--- config.mk ---
export PLATFORM = sky130hd
export DESIGN_NAME = spim_core
export DESIGN_NICKNAME = d
export VERILOG_FILES = /design/src/rtl/spim_pkg.sv /design/src/rtl/spim_sync.sv /design/src/rtl/spim_shift.sv /design/src/rtl/spim_core.sv
export SDC_FILE = /design/constraint.sdc
export NUM_CORES = 1
export LEC_CHECK = 0
export ABC_CLOCK_PERIOD_IN_PS = 4600
export BUFFER_PORTS_ARGS = -buffer_cell sky130_fd_sc_hd__buf_4
export CAP_MARGIN = 20
export CORE_MARGIN = 2
export CORE_UTILIZATION = 43
export DETAILED_ROUTE_END_ITERATION = 8
export PLACE_DENSITY = 0.65
export RECOVER_POWER = 50
export SKIP_LAST_GASP = 1
export SYNTH_ARGS = -nofsm -noshare
export SYNTH_HDL_FRONTEND = slang
export SYNTH_SLANG_ARGS = --single-unit
--- constraint.sdc ---
create_clock -name clk -period 4.6 [get_ports clk]
set_clock_uncertainty 0.05 [all_clocks]
set_input_delay 0.46 -clock clk [delete_from_list [all_inputs] [get_ports clk]]
set_output_delay 0.46 -clock clk [all_outputs]
set_load 0.01 [all_outputs]
--- src/rtl/spim_pkg.sv ---
package spim_pkg;
  typedef enum logic [1:0] {
    ST_IDLE   = 2'd0,
    ST_SELGAP = 2'd1,
    ST_SHIFT  = 2'd2,
    ST_XGAP   = 2'd3
  } spim_state_e;

  // register addresses
  localparam int A_CTRL = 0;
  localparam int A_MODE = 1;
  localparam int A_STAT = 2;
  localparam int A_TXD  = 3;
  localparam int A_RXD  = 4;

  // control bits
  localparam int C_EN  = 0;
  localparam int C_DIS = 1;

  // mode bits
  localparam int M_FDIS = 0;
  localparam int M_HOLD = 1;
  localparam int M_XLO  = 8;

  // status bits
  localparam int S_TXE = 0;
  localparam int S_FLT = 1;
  localparam int S_EN  = 2;
  localparam int S_BSY = 3;
endpackage

--- src/rtl/spim_sync.sv ---
module spim_sync #(
  parameter int STG = 2
) (
  input  logic clk,
  input  logic rst,
  input  logic d,
  output logic q
);
  logic [STG-1:0] ff_q;

  always_ff @(posedge clk) begin
    if (rst) ff_q <= '1;
    else     ff_q <= {ff_q[STG-2:0], d};
  end

  assign q = ff_q[STG-1];
endmodule

--- src/rtl/spim_shift.sv ---
module spim_shift #(
  parameter int DW   = 8,
  parameter int HALF = 2
) (
  input  logic          clk,
  input  logic          rst,
  input  logic          start,
  input  logic          abort,
  input  logic [DW-1:0] din,
  input  logic          miso,
  output logic          sck,
  output logic          mosi,
  output logic          done,
  output logic [DW-1:0] dout
);
  localparam int CW = (DW > 1) ? $clog2(DW) : 1;
  localparam int HW = (HALF > 1) ? $clog2(HALF) : 1;

  logic [DW-1:0] tx_q, rx_q;
  logic [CW-1:0] bit_q;
  logic [HW-1:0] div_q;
  logic          run_q, sck_q, done_q;

  always_ff @(posedge clk) begin
    if (rst) begin
      tx_q   <= '0;
      rx_q   <= '0;
      bit_q  <= '0;
      div_q  <= '0;
      run_q  <= 1'b0;
      sck_q  <= 1'b0;
      done_q <= 1'b0;
    end else begin
      done_q <= 1'b0;
      if (abort) begin
        run_q <= 1'b0;
        sck_q <= 1'b0;
        div_q <= '0;
      end else if (start) begin
        run_q <= 1'b1;
        tx_q  <= din;
        sck_q <= 1'b0;
        div_q <= '0;
        bit_q <= '0;
      end else if (run_q) begin
        if (div_q == HW'(HALF - 1)) begin
          div_q <= '0;
          if (!sck_q) begin
            sck_q <= 1'b1;
            rx_q  <= {rx_q[DW-2:0], miso};
          end else begin
            sck_q <= 1'b0;
            if (bit_q == CW'(DW - 1)) begin
              run_q  <= 1'b0;
              done_q <= 1'b1;
            end else begin
              bit_q <= bit_q + CW'(1);
              tx_q  <= {tx_q[DW-2:0], 1'b0};
            end
          end
        end else begin
          div_q <= div_q + HW'(1);
        end
      end
    end
  end

  assign sck  = sck_q;
  assign mosi = tx_q[DW-1];
  assign done = done_q;
  assign dout = rx_q;
endmodule

--- src/rtl/spim_core.sv ---
module spim_core
  import spim_pkg::*;
#(
  parameter int DW   = 8,
  parameter int HALF = 2,
  parameter int GW   = 8,
  parameter int NCS  = 4,
  parameter int AW   = 3,
  parameter int RW   = 32
) (
  input  logic          clk,
  input  logic          rst,
  input  logic          reg_we,
  input  logic          reg_re,
  input  logic [AW-1:0] reg_addr,
  input  logic [RW-1:0] reg_wdata,
  output logic [RW-1:0] reg_rdata,
  output logic          sck,
  output logic          mosi,
  input  logic          miso,
  output logic [NCS-1:0] cs_n,
  input  logic          nss_in,
  output logic [3:0]    status_o
);
  localparam int SW  = (NCS > 1) ? $clog2(NCS) : 1;
  localparam int SLO = M_XLO + GW;

  spim_state_e   st_q;
  logic          en_q, fdis_q, hold_q, full_q, fault_q, sel_ok_q, cs_on_q;
  logic [GW-1:0] xgap_q, sgap_q, cnt_q;
  logic [DW-1:0] tdr_q, cur_q, rx_q;
  logic [SW-1:0] tdt_q, act_q;
  logic [RW-1:0] rdata_q;

  // synchronized shared-select input
  logic nss_s;
  spim_sync #(.STG(2)) u_sync (
    .clk (clk),
    .rst (rst),
    .d   (nss_in),
    .q   (nss_s)
  );

  logic          sh_start, sh_abort, sh_done;
  logic [DW-1:0] sh_din, sh_dout;
  spim_shift #(.DW(DW), .HALF(HALF)) u_shift (
    .clk   (clk),
    .rst   (rst),
    .start (sh_start),
    .abort (sh_abort),
    .din   (sh_din),
    .miso  (miso),
    .sck   (sck),
    .mosi  (mosi),
    .done  (sh_done),
    .dout  (sh_dout)
  );

  logic wr_ctrl, wr_mode, wr_txd, rd_stat;
  logic fault_evt, dis_req, kill, need_sel, go, sel_end;

  always_comb begin
    wr_ctrl   = reg_we && (reg_addr == AW'(A_CTRL));
    wr_mode   = reg_we && (reg_addr == AW'(A_MODE));
    wr_txd    = reg_we && (reg_addr == AW'(A_TXD));
    rd_stat   = reg_re && (reg_addr == AW'(A_STAT));
    fault_evt = en_q && !fdis_q && !nss_s;
    dis_req   = wr_ctrl && reg_wdata[C_DIS];
    kill      = fault_evt || dis_req;
    need_sel  = !sel_ok_q || (tdt_q != act_q);
    go        = (st_q == ST_IDLE) && en_q && full_q && !kill;
    sel_end   = (st_q == ST_SELGAP) && (cnt_q == GW'(1));
    sh_start  = (go && !need_sel) || (sel_end && !kill);
    sh_abort  = kill;
    sh_din    = (st_q == ST_IDLE) ? tdr_q : cur_q;
  end

  function automatic logic [GW-1:0] gap_ld(input logic [GW-1:0] v);
    return (v == '0) ? GW'(1) : v;
  endfunction

  always_ff @(posedge clk) begin
    if (rst) begin
      st_q     <= ST_IDLE;
      en_q     <= 1'b0;
      fdis_q   <= 1'b0;
      hold_q   <= 1'b0;
      full_q   <= 1'b0;
      fault_q  <= 1'b0;
      sel_ok_q <= 1'b0;
      cs_on_q  <= 1'b0;
      xgap_q   <= '0;
      sgap_q   <= '0;
      cnt_q    <= '0;
      tdr_q    <= '0;
      cur_q    <= '0;
      rx_q     <= '0;
      tdt_q    <= '0;
      act_q    <= '0;
    end else begin
      // sequencer
      if (kill) begin
        st_q    <= ST_IDLE;
        cs_on_q <= 1'b0;
      end else begin
        unique case (st_q)
          ST_IDLE: if (go) begin
            cur_q  <= tdr_q;
            full_q <= 1'b0;
            if (need_sel) begin
              st_q     <= ST_SELGAP;
              cs_on_q  <= 1'b0;
              act_q    <= tdt_q;
              sel_ok_q <= 1'b1;
              cnt_q    <= gap_ld(sgap_q);
            end else begin
              st_q    <= ST_SHIFT;
              cs_on_q <= 1'b1;
            end
          end
          ST_SELGAP: begin
            if (sel_end) begin
              st_q    <= ST_SHIFT;
              cs_on_q <= 1'b1;
            end else begin
              cnt_q <= cnt_q - GW'(1);
            end
          end
          ST_SHIFT: if (sh_done) begin
            rx_q    <= sh_dout;
            st_q    <= ST_XGAP;
            cs_on_q <= hold_q;
            cnt_q   <= gap_ld(xgap_q);
          end
          ST_XGAP: begin
            if (cnt_q == GW'(1)) st_q <= ST_IDLE;
            else                 cnt_q <= cnt_q - GW'(1);
          end
          default: st_q <= ST_IDLE;
        endcase
      end

      // enable and fault
      if (fault_evt) begin
        en_q    <= 1'b0;
        fault_q <= 1'b1;
      end else begin
        if (rd_stat) fault_q <= 1'b0;
        if (dis_req) en_q <= 1'b0;
        else if (wr_ctrl && reg_wdata[C_EN]) en_q <= 1'b1;
      end

      // software registers
      if (wr_mode) begin
        fdis_q <= reg_wdata[M_FDIS];
        hold_q <= reg_wdata[M_HOLD];
        xgap_q <= reg_wdata[M_XLO +: GW];
        sgap_q <= reg_wdata[SLO +: GW];
      end
      if (wr_txd) begin
        tdr_q  <= reg_wdata[DW-1:0];
        tdt_q  <= reg_wdata[DW +: SW];
        full_q <= 1'b1;
      end
    end
  end

  // decoded chip selects
  for (genvar g = 0; g < NCS; g++) begin : g_cs
    assign cs_n[g] = !(cs_on_q && (act_q == SW'(g)));
  end

  always_comb begin
    status_o        = '0;
    status_o[S_TXE] = !full_q;
    status_o[S_FLT] = fault_q;
    status_o[S_EN]  = en_q;
    status_o[S_BSY] = (st_q != ST_IDLE);
  end

  always_ff @(posedge clk) begin
    if (rst) begin
      rdata_q <= '0;
    end else if (reg_re) begin
      if (reg_addr == AW'(A_MODE))
        rdata_q <= RW'({sgap_q, xgap_q, 6'b0, hold_q, fdis_q});
      else if (reg_addr == AW'(A_STAT))
        rdata_q <= RW'(status_o);
      else if (reg_addr == AW'(A_RXD))
        rdata_q <= RW'(rx_q);
      else
        rdata_q <= '0;
    end
  end

  assign reg_rdata = rdata_q;
endmodule

* Word level (Yosys, flattened, before mapping)
Cells that the tools add are included.
Storage, ports and cells: bits in registers 118, bits of input ports 41
Cells by class: $add $sub $neg 3, equality and inequality tests 22, muxes and demuxes 47, bitwise logic cells 5, reduce and logical (&&, ||, !) cells 58
Operators by type and width (count):
- $mux W8 | 15
- $pmux W8 S4 | 1
- $mux W24 | 1
- $logic_and A1 B1 Y1 | 18
- $mux W1 | 18
- $logic_not A8 Y1 | 2
- $ne A2 B2 Y1 const B | 8
- $mux W3 | 5
- $reduce_bool A2 Y1 | 7
- $reduce_and A4 Y1 | 3
- $logic_not A1 Y1 | 10
- $mux W2 | 5
- $reduce_and A5 Y1 | 2
- $reduce_and A3 Y1 | 3
- $eq A2 B2 Y1 const B | 4
- $eq A8 B1 Y1 const B | 1
- $pmux W2 S4 | 1
- $sub A8 B1 Y8 const B | 1
- $eq A3 B2 Y1 const B | 2
- $eq A3 B3 Y1 const B | 2
- $reduce_and A6 Y1 | 1
- $reduce_or A3 Y1 | 2
- $reduce_or A6 Y1 | 1
- $not A1 Y1 | 5
- 13 further kinds | 17

* Longest topological paths before layout
Gate-level depths: netlist of run 1.
word-level depth 10, gate-level depth with buffers 9, gate-level depth less buffers 7

* Modules after synthesis
From an unflattened synthesis of run 1, not the netlist that was laid out.
Second synthesis, totals: cell total of the unflattened synthesis 575, area, all modules 5024.8 µm²
By module, submodules not included:
- spim_core | instances 1, cells an instance 459, area each 3905.0 µm², sequential area each 1701.6 µm²
- spim_shift | instances 1, cells an instance 112, area each 1067.3 µm², sequential area each 460.4 µm²
- spim_sync | instances 1, cells an instance 4, area each 52.6 µm², sequential area each 40.0 µm²

* Worst setup path after synthesis of run 1
OpenSTA, ideal clock, no wires.
kind register -> register, from reg st_q[0], to reg u_shift.tx_q[1], data arrival time 1.898 ns, setup slack 2.551 ns, cell stages (with the launch flop) 10, period minus slack after synthesis 2.049 ns, cell sequence dfxtp_1 > inv_1 > ha_1 > buf_2 > o2111ai_1 > a31o_2 > buf_6 > o211ai_4 > nand2_2 > o41ai_1
Between the ends: longest elaborated chain between the ends 8, elaborated cells on any way between the ends 16, classes of those cells 2 x eq/ne; 2 x mux; 12 x reduce/logical
Ends and longest elaborated chain:
- start, declared | RTL line spim_core.sv:28 | spim_state_e st_q;
- start signal, assigned | RTL line spim_core.sv:84 | st_q <= ST_IDLE;
- start signal, assigned | RTL line spim_core.sv:103 | st_q <= ST_IDLE;
- start signal, assigned | RTL line spim_core.sv:111 | st_q <= ST_SELGAP;
- $logic_not A2 Y1 | RTL line spim_core.sv:71, spim_core.sv:75
- $logic_and A1 B1 Y1 (3 in series) | RTL line spim_core.sv:71 | go = (st_q == ST_IDLE) && en_q && full_q && !kill;
- $logic_and A1 B1 Y1 | RTL line spim_core.sv:73 | sh_start = (go && !need_sel) || (sel_end && !kill);
- $logic_or A1 B1 Y1 | RTL line spim_core.sv:73
- $ne A2 B2 Y1 (no line) or $reduce_bool A2 Y1 (tied branches)
- $reduce_and A5 Y1 (no line)
- end signal, assigned | RTL line spim_shift.sv:41 | tx_q <= din;
- end signal, assigned | RTL line spim_shift.sv:58 | tx_q <= {tx_q[DW-2:0], 1'b0};
- end, declared | RTL line spim_shift.sv:19 | logic [DW-1:0] tx_q, rx_q;
Parallel ways exist; a longest one is shown, timed or not. A chain may end at the register's enable or synchronous reset.

* Worst setup path after layout of run 1
from reg st_q[0], to reg u_shift.tx_q[7]
Same word-level chain as after synthesis.

==> results.txt, run 1 <==
----------------------------------------------------
[Placement]
  Placed wire-length estimate ... 7.75 mm
  GP Congestion ... around 0.79
  Count of input and output buffers ... 66

[Timing]
  Final Slew Violations ... 96
  Tcrit/Tclk final ... 62.3%
  Clock period minus worst slack ... between 2 and 3 ns
  Transition time at the pin with the least slew margin ... approximately 1.8 ns
  RSZ-0062 raised after global routing ... false
  Final total negative setup slack ... 0 ns
  Final count of hold timing violations ... 0
  Max-slew headroom ... -22.0%
  Worst slack on hold paths ... 0.272 ns
  Timing-limited maximum frequency ... ~0.35 GHz
  Final setup vio count ... 0

[Worst setup path]
  Worst setup endpoint ... u_shift.tx_q[7]
  Critical R2R Capture ... u_shift.tx_q[7]
  Critical setup path kind ... flip-flop to flip-flop
  Cells along the critical path ... inv_1 -> ha_1 -> o2111ai_1 -> a31o_2 -> o211ai_4 -> nand2_2 -> o41ai_1
  Kind of end point of the critical path ... flip-flop
  Worst R2R Setup Slack ... approximately 1.7 ns
  Worst path arrival time ... 3.05 ns
  CP max FO ... 22
  Peak per-stage delay on the critical path ... 0.59 ns
  Count of cells along the worst register-to-register path ... 7
  Critical path data required time ... 4.78 ns
  Crit path launch ... st_q[0]
  Startpoint of the worst register-to-register path ... st_q[0]
  Worst setup SP type ... flip-flop
  Cell at the slowest stage of the critical path ... sky130_fd_sc_hd__ha_1

[Logic synthesis]
  Flip-flop cell with the highest count after synthesis ... sky130_fd_sc_hd__dfxtp_1
  YS warnings ... 0
  Synth Area per Inst ... 8.86 um^2
  Share of flip-flops with an asynchronous set or reset ... 0%
  Number of standard cells after synthesis ... between 500 and 600
  Post-synth EDFFs ... 0
  Sequential area share after synthesis ... 43.7%
  Post-synthesis cell area ... 5040 um^2
  Total of flip-flops plus latches after synthesis ... 110
  Synth cell types ... 65

[Drt]
  Antenna-violating nets left ... 0
  Vias/cell ... 5.37
  Average wire per cell in the routed design ... 14.9 um
  Via count ... 4078
  DRC violation count after routing ... 0
  Drt first pass iters ... 4
  Number of DRC violations after detailed-routing iteration 0 ... 286
  Total Wirelength ... 11.3 mm

[Clock network]
  Cts hold-fix bufs ... 0
  CTS max path bufs ... 2
  Post-cts sizing count ... 0
  CTS HTree Levels ... 3
  Clk slew on worst S/H paths ... about 0.07 ns
  Skew-Pair Late Insertion Delay ... ~0.35 ns
  Root Buffer Master ... sky130_fd_sc_hd__clkbuf_16
  TritonCTS Buffers ... 9
  Number of clock sinks ... 110
  CTS tree ... done
  Post-CTS setup-driven buffer insertion count ... 0

[Flow run]
  Max-cap violations ... 1

[Final layout]
  Nets ... 661
  Utilization after layout ... 49.8%
  Fraction of final layout cells with drive strength greater than 1 ... between 10 and 15%
  Antenna cells ... 0
  Area growth from synthesis to final layout ... 12.9%

[Status]
  Violated checks ... capacitance limit, slew limit
  Status ... finished with violations

[Power]
  Standby leakage power ... between 2 and 2.5 nW
  Power per Cell Area ... 364 nW/um^2
  Sum of internal, switching and leakage power ... 2.07 mW
  Worst VDD drop ... 0.217 mV

[Global routing]
  Antenna violations before repair ... 0
  Global-route usage over all layers ... 18.3%
  Vias in the first global route ... 3810
  Leftover overflow at the end of global routing ... 0
  First-pass GRT wire length ... ~19 mm
  Pin count of the biggest net entering global routing ... 96

[Worst hold path]
  Type of the worst min-delay path ... input pin to flip-flop

[Floorplanning]
  Number of top-level design ports ... between 80 and 90
  Area of the core ... about 11000 um^2
  Floorplan die area ... between 10000 and 15000 um^2
  X dimension of the die ... ~110 um
  Die outline height ... ~110 um
  Number of standard-cell rows in the floorplan ... 39
  Initial core utilization ... 44.2%

----------------------------------------------------
where the power goes:
group | leakage [nW] | internal (mW) | total (mW) | switching, mW
sequential | 0.888 | 0.973 | 0.995 | 0.0219
clock | 0.144 | 0.438 | 0.780 | 0.341
combinational | 1.12 | 0.117 | 0.298 | 0.181
synth_stat cells, types with 5 or more instances:
master | count | area [um^2]
sky130_fd_sc_hd__dfxtp_1 | 110 | 2200
sky130_fd_sc_hd__o2111ai_1 | 5 | 43.8
sky130_fd_sc_hd__buf_4 | 10 | 75.1
sky130_fd_sc_hd__nand3b_1 | 7 | 52.6
sky130_fd_sc_hd__ha_1 | 9 | 113
sky130_fd_sc_hd__nor2b_1 | 13 | 81.3
sky130_fd_sc_hd__clkbuf_1 | 21 | 78.8
sky130_fd_sc_hd__a21oi_1 | 57 | 285
sky130_fd_sc_hd__mux2i_1 | 47 | 470
sky130_fd_sc_hd__nand2_1 | 75 | 282
sky130_fd_sc_hd__buf_2 | 7 | 35.0
sky130_fd_sc_hd__nand3_1 | 5 | 25.0
sky130_fd_sc_hd__o21ai_0 | 16 | 80.1
sky130_fd_sc_hd__nor2_1 | 71 | 267
sky130_fd_sc_hd__nor3_1 | 5 | 25.0
sky130_fd_sc_hd__inv_1 | 11 | 41.3
sky130_fd_sc_hd__a211oi_1 | 7 | 52.6
sky130_fd_sc_hd__nand2b_1 | 7 | 43.8
placed cells by master, fill, tap and decap left out, types with 4 or more instances in the layout:
cell type                   synthesis  routed
sky130_fd_sc_hd__o2111ai_1          5       5
sky130_fd_sc_hd__o41ai_1            4       4
sky130_fd_sc_hd__a21oi_1           57      57
sky130_fd_sc_hd__nor3_1             5       5
sky130_fd_sc_hd__o221ai_1           4       4
sky130_fd_sc_hd__conb_1             1       8
sky130_fd_sc_hd__nor2_1            71      71
sky130_fd_sc_hd__a211o_1            4       4
sky130_fd_sc_hd__mux2i_1           47      47
sky130_fd_sc_hd__and3_1             4       4
sky130_fd_sc_hd__nand2b_1           7       7
sky130_fd_sc_hd__a211oi_1           7       7
sky130_fd_sc_hd__o21ai_0           16      16
sky130_fd_sc_hd__dfxtp_1          110     110
sky130_fd_sc_hd__nor2b_1           13      13
sky130_fd_sc_hd__ha_1               9       9
sky130_fd_sc_hd__inv_1             11      11
sky130_fd_sc_hd__nand2_1           75      75
sky130_fd_sc_hd__nand3b_1           7       7
sky130_fd_sc_hd__mux2_2             4       4
sky130_fd_sc_hd__clkbuf_1          21      35
sky130_fd_sc_hd__clkbuf_16          0       9
sky130_fd_sc_hd__nand3_1            5       5
sky130_fd_sc_hd__buf_4             10      34
how the worst min path moves through the flow:
stage                     cells after the start           start             end  slack, ns
after floorplan                               1  u_sync.ff_q[0]  u_sync.ff_q[1]       0.34
final                                         2          nss_in  u_sync.ff_q[0]       0.27
after global placement                        1  u_sync.ff_q[0]  u_sync.ff_q[1]       0.35
after CTS                                     2          nss_in  u_sync.ff_q[0]       0.27
after global routing                          2          nss_in  u_sync.ff_q[0]       0.27
after detailed placement                      1  u_sync.ff_q[0]  u_sync.ff_q[1]       0.35
metrics by stage:
stage	cells	setup slack, ns	cell area, um^2
2_1_floorplan	576	2.55	5070
3_3_place_gp	743	1.82	5520
3_5_place_dp	743	1.76	5520
4_1_cts	759	1.74	5810
5_1_grt	759	1.45	5690
6_report	759	1.73	5690
logic make-up after synthesis:
logic type / after synthesis / share of synthesized area (%)
and+or+nand+nor: 213 / 20.5
AOI/OAI and AO/OA: 127 / 17.2
DFF: 110 / 43.7
buffers and inverters: 54 / 5.38
muxes: 51 / 10.2
adders and majority gates: 9 / 2.23
xor gates and xnor gates: 4 / 0.695
other: 1 / 0.0744
flip-flops by register name, indices dropped and copies added (netlist names), 3 cells and up:
register       cells
u_shift.dout       8
u_shift.bit_q      3
cur_q              8
cnt_q              8
tdr_q              8
sgap_q             8
rx_q               8
u_shift.tx_q       8
xgap_q             8
reg_rdata         24
layer usage:
metal  track usage, %  vias up  share of wire, %
met5                0        -                 0
li1                 -     2049                 -
met2             27.0       93                44
met1             27.0     1920                50
met4             6.91        0               1.7
met3             2.86       16               4.6
layout make-up:
class / instances / area [um^2]
clock buffer: 13 / 250
clock inverter: 3 / 43.8
fill: 1114 / 5730
inverter: 11 / 41.3
multi-input combinational: 412 / 2590
sequential: 110 / 2200
tap: 143 / 179
timing repair buffer: 67 / 380
critical path: cells and delay by family (launching register included):
kind	cells	cell delay, ns
buffers and inverters	1	0.11
flip-flops	1	0.35
adder cells (fa/ha/maj)	1	0.59
AND/OR/NAND/NOR	1	0.15
AO/OA/AOI/OAI	4	1.48
Note: power is estimated with default switching activity, not from simulation.
==> run 2: changes to the inputs <==
--- a/config.mk
+++ b/config.mk
@@ -5,7 +5,7 @@
 export SDC_FILE = /design/constraint.sdc
 export NUM_CORES = 1
 export LEC_CHECK = 0
-export ABC_CLOCK_PERIOD_IN_PS = 4600
+export ABC_CLOCK_PERIOD_IN_PS = 2950
 export BUFFER_PORTS_ARGS = -buffer_cell sky130_fd_sc_hd__buf_4
 export CAP_MARGIN = 20
 export CORE_MARGIN = 2
==> constraint.sdc (replaced) <==
create_clock -name clk -period 2.95 [get_ports clk]
set_clock_uncertainty 0.05 [all_clocks]
set_input_delay 0.295 -clock clk [delete_from_list [all_inputs] [get_ports clk]]
set_output_delay 0.295 -clock clk [all_outputs]
set_load 0.01 [all_outputs]
==> run 2 against run 1 <==
Net effect:
- the flow now finishes without violations
- clock-buffer cell count fell by 2
- sequential power rose by 56%
- via count rose by 0.96%
- total power rose by 65%
- die area did not move
- global-route usage fell by 0.15 points
- hold slack got worse by 0.16 ns
- sequential share of layout area fell by 0.48 points
- non-clock buffer count rose by 4
- flip-flop and latch count did not move
- routed wire length rose by 0.81%
- critical path depth did not move
==> results.txt, run 2 (synthesis gave the netlist of run 1 again) <==
----------------------------------------------------
[Timing]
  Transition time at the pin with the least slew margin ... 1.46 ns
  Final Slew Violations ... 0
  Timing-limited maximum frequency ... 0.412 GHz
  Final count of hold timing violations ... 0
  Clock period minus worst slack ... 2.42 ns
  Final setup vio count ... 0
  Fin worst setup slack ... 0.526 ns
  RSZ-0062 raised after global routing ... false
  Max-slew headroom ... around 2.6%
  Final total negative setup slack ... 0 ns
  Tcrit/Tclk final ... 82.2%

[Drt]
  Via count ... 4117
  Drt first pass iters ... 4
  Average wire per cell in the routed design ... ~15 um
  Number of DRC violations after detailed-routing iteration 0 ... 160
  DRC violation count after routing ... 0
  Vias/cell ... 5.40
  Total Wirelength ... 11.4 mm
  Antenna-violating nets left ... 0

[Worst setup path]
  Critical setup path kind ... flip-flop to flip-flop
  Kind of end point of the critical path ... flip-flop
  Cell at the slowest stage of the critical path ... sky130_fd_sc_hd__a31o_2
  Worst path arrival time ... 2.63 ns
  Cells along the critical path ... inv_1 -> ha_1 -> o2111ai_1 -> a31o_2 -> o22ai_4 -> or4_1 -> a21oi_1
  Peak per-stage delay on the critical path ... 0.62 ns
  CP max FO ... 22
  Worst setup SP type ... flip-flop
  Critical path data required time ... 3.16 ns

[Final layout]
  Finished Layout Cells ... 763
  Most frequent standard cell in the layout excluding fill and tap cells ... sky130_fd_sc_hd__dfxtp_1
  Nets ... approximately 670
  Max FFs per register ... 24
  Antenna cells ... 0
  Area growth from synthesis to final layout ... 14.3%
  Highest-count cells in the layout ignoring fill and taps ... 110 x sky130_fd_sc_hd__dfxtp_1, 75 x sky130_fd_sc_hd__nand2_1, 71 x sky130_fd_sc_hd__nor2_1, 57 x sky130_fd_sc_hd__a21oi_1, 47 x sky130_fd_sc_hd__mux2i_1
  Number of fillers in the final layout ... 1145
  Fraction of final layout cells with drive strength greater than 1 ... 12.6%

[Clock network]
  CTS HTree Levels ... 3
  Root Buffer Master ... sky130_fd_sc_hd__clkbuf_16
  Number of clock sinks ... 110
  CTS tree ... done
  Cts hold-fix bufs ... 0
  Post-CTS setup-driven buffer insertion count ... 0
  Post-cts sizing count ... 0
  Skew-Pair Late Insertion Delay ... around 0.35 ns
  CTS max path bufs ... 2
  TritonCTS Buffers ... 9
  Clk slew on worst S/H paths ... 0.07 ns

[Power]
  Net switching share of the total power ... 25.0%
  Standby leakage power ... 2.19 nW
  Power per Cell Area ... a little under 600 nW/um^2
  Comb power frac ... approximately 14%
  Sum of internal, switching and leakage power ... ~3.4 mW
  Part of the total power dissipated in sequential elements ... 45.3%
  Power dissipated by switching net loads ... ~860 uW
  Worst VDD drop ... 0.299 mV
  Power Internal ... 2.57 mW
  Clock power share ... 40.5%

[Placement]
  GP Congestion ... 0.838
  Count of input and output buffers ... 66
  DP Worst Slack ... between 0.5 and 0.6 ns
  Cell count after placement ... ~750
  Placed wire-length estimate ... 7.91 mm

[Global routing]
  Global-route usage over all layers ... 18.2%
  Leftover overflow at the end of global routing ... 0
  Antenna violations before repair ... 0
  First-pass GRT wire length ... 18.7 mm
  Vias in the first global route ... 3809
  Pin count of the biggest net entering global routing ... slightly above 60

[Status]
  Status ... complete, no violations

[Floorplanning]
  Number of standard-cell rows in the floorplan ... 39
  Floorplan die area ... approximately 13000 um^2
  Initial core utilization ... 44.2%
  Area of the core ... approximately 11000 um^2
  X dimension of the die ... 112 um
  Die outline height ... 112 um
  Number of top-level design ports ... 83

[Flow run]
  Max-cap violations ... 0

[Worst hold path]
  Type of the worst min-delay path ... input pin to flip-flop

----------------------------------------------------
[run 2: cell types whose count changed in the layout (fill, tap and decap cells not counted), sizes merged]
cell    delta
buf        +1
clkbuf     +1
clkinv     -1
inv        +1
bufinv     +2
[run 2: metal layers]
metal  GRT usage, %  wire [um]  up-vias
li1               -          -     2061
met1           26.2       5740     1942
met2           28.1       5010      103
met3           3.08        461       11
met4           5.20        149        0
met5              0          0        -
[run 2: area by class of cell]
type / count / area, um^2 / area share (%)
clock inverters: 5 / 104 / 1.80
repair buffers: 71 / 399 / 6.93
well taps: 143 / 179 / 3.10
flip-flops and latches: 110 / 2200 / 38.2
inverters: 11 / 41.3 / 0.716
clock buffers: 11 / 243 / 4.21
multi-input cells: 412 / 2590 / 45.0
[run 2: power by group through the flow]
stage               Sequential (mW)  Combinational [mW]  Clock, mW
floorplan                      1.58               0.356          0
global placement               1.58               0.469          0
detailed placement             1.58               0.478          0
CTS                            1.55               0.480       1.41
global route                   1.56               0.529       1.47
finish                         1.55               0.484       1.39
[run 2: worst paths after layout]
path / start / end / slack [ns] / depth (start not counted)
worst max-delay path: st_q[0] / u_shift.bit_q[0] / 0.53 / 7
worst min-delay path: nss_in / u_sync.ff_q[0] / 0.11 / 2
worst min register to register: u_sync.ff_q[0] / u_sync.ff_q[1] / 0.37 / 1
worst max register to register: st_q[0] / u_shift.bit_q[0] / 0.53 / 7
[run 2: metrics by stage]
stage          utilization [%]  hold slack, ns  cell area (um^2)
2_1_floorplan                -           0.339              5070
3_3_place_gp              48.5           0.354              5540
3_5_place_dp              48.5           0.349              5540
4_1_cts                   51.6           0.102              5890
5_1_grt                   50.5          0.0972              5760
6_report                  50.5           0.107              5760
[run 2: worst max-delay path, delay by kind of cell (launching register included)]
kind	cells	cell delay (ns)
AO/OA/AOI/OAI	4	1.06
AND/OR/NAND/NOR	1	0.50
flip-flops	1	0.39
adder cells (fa/ha/maj)	1	0.23
buffers and inverters	1	0.10
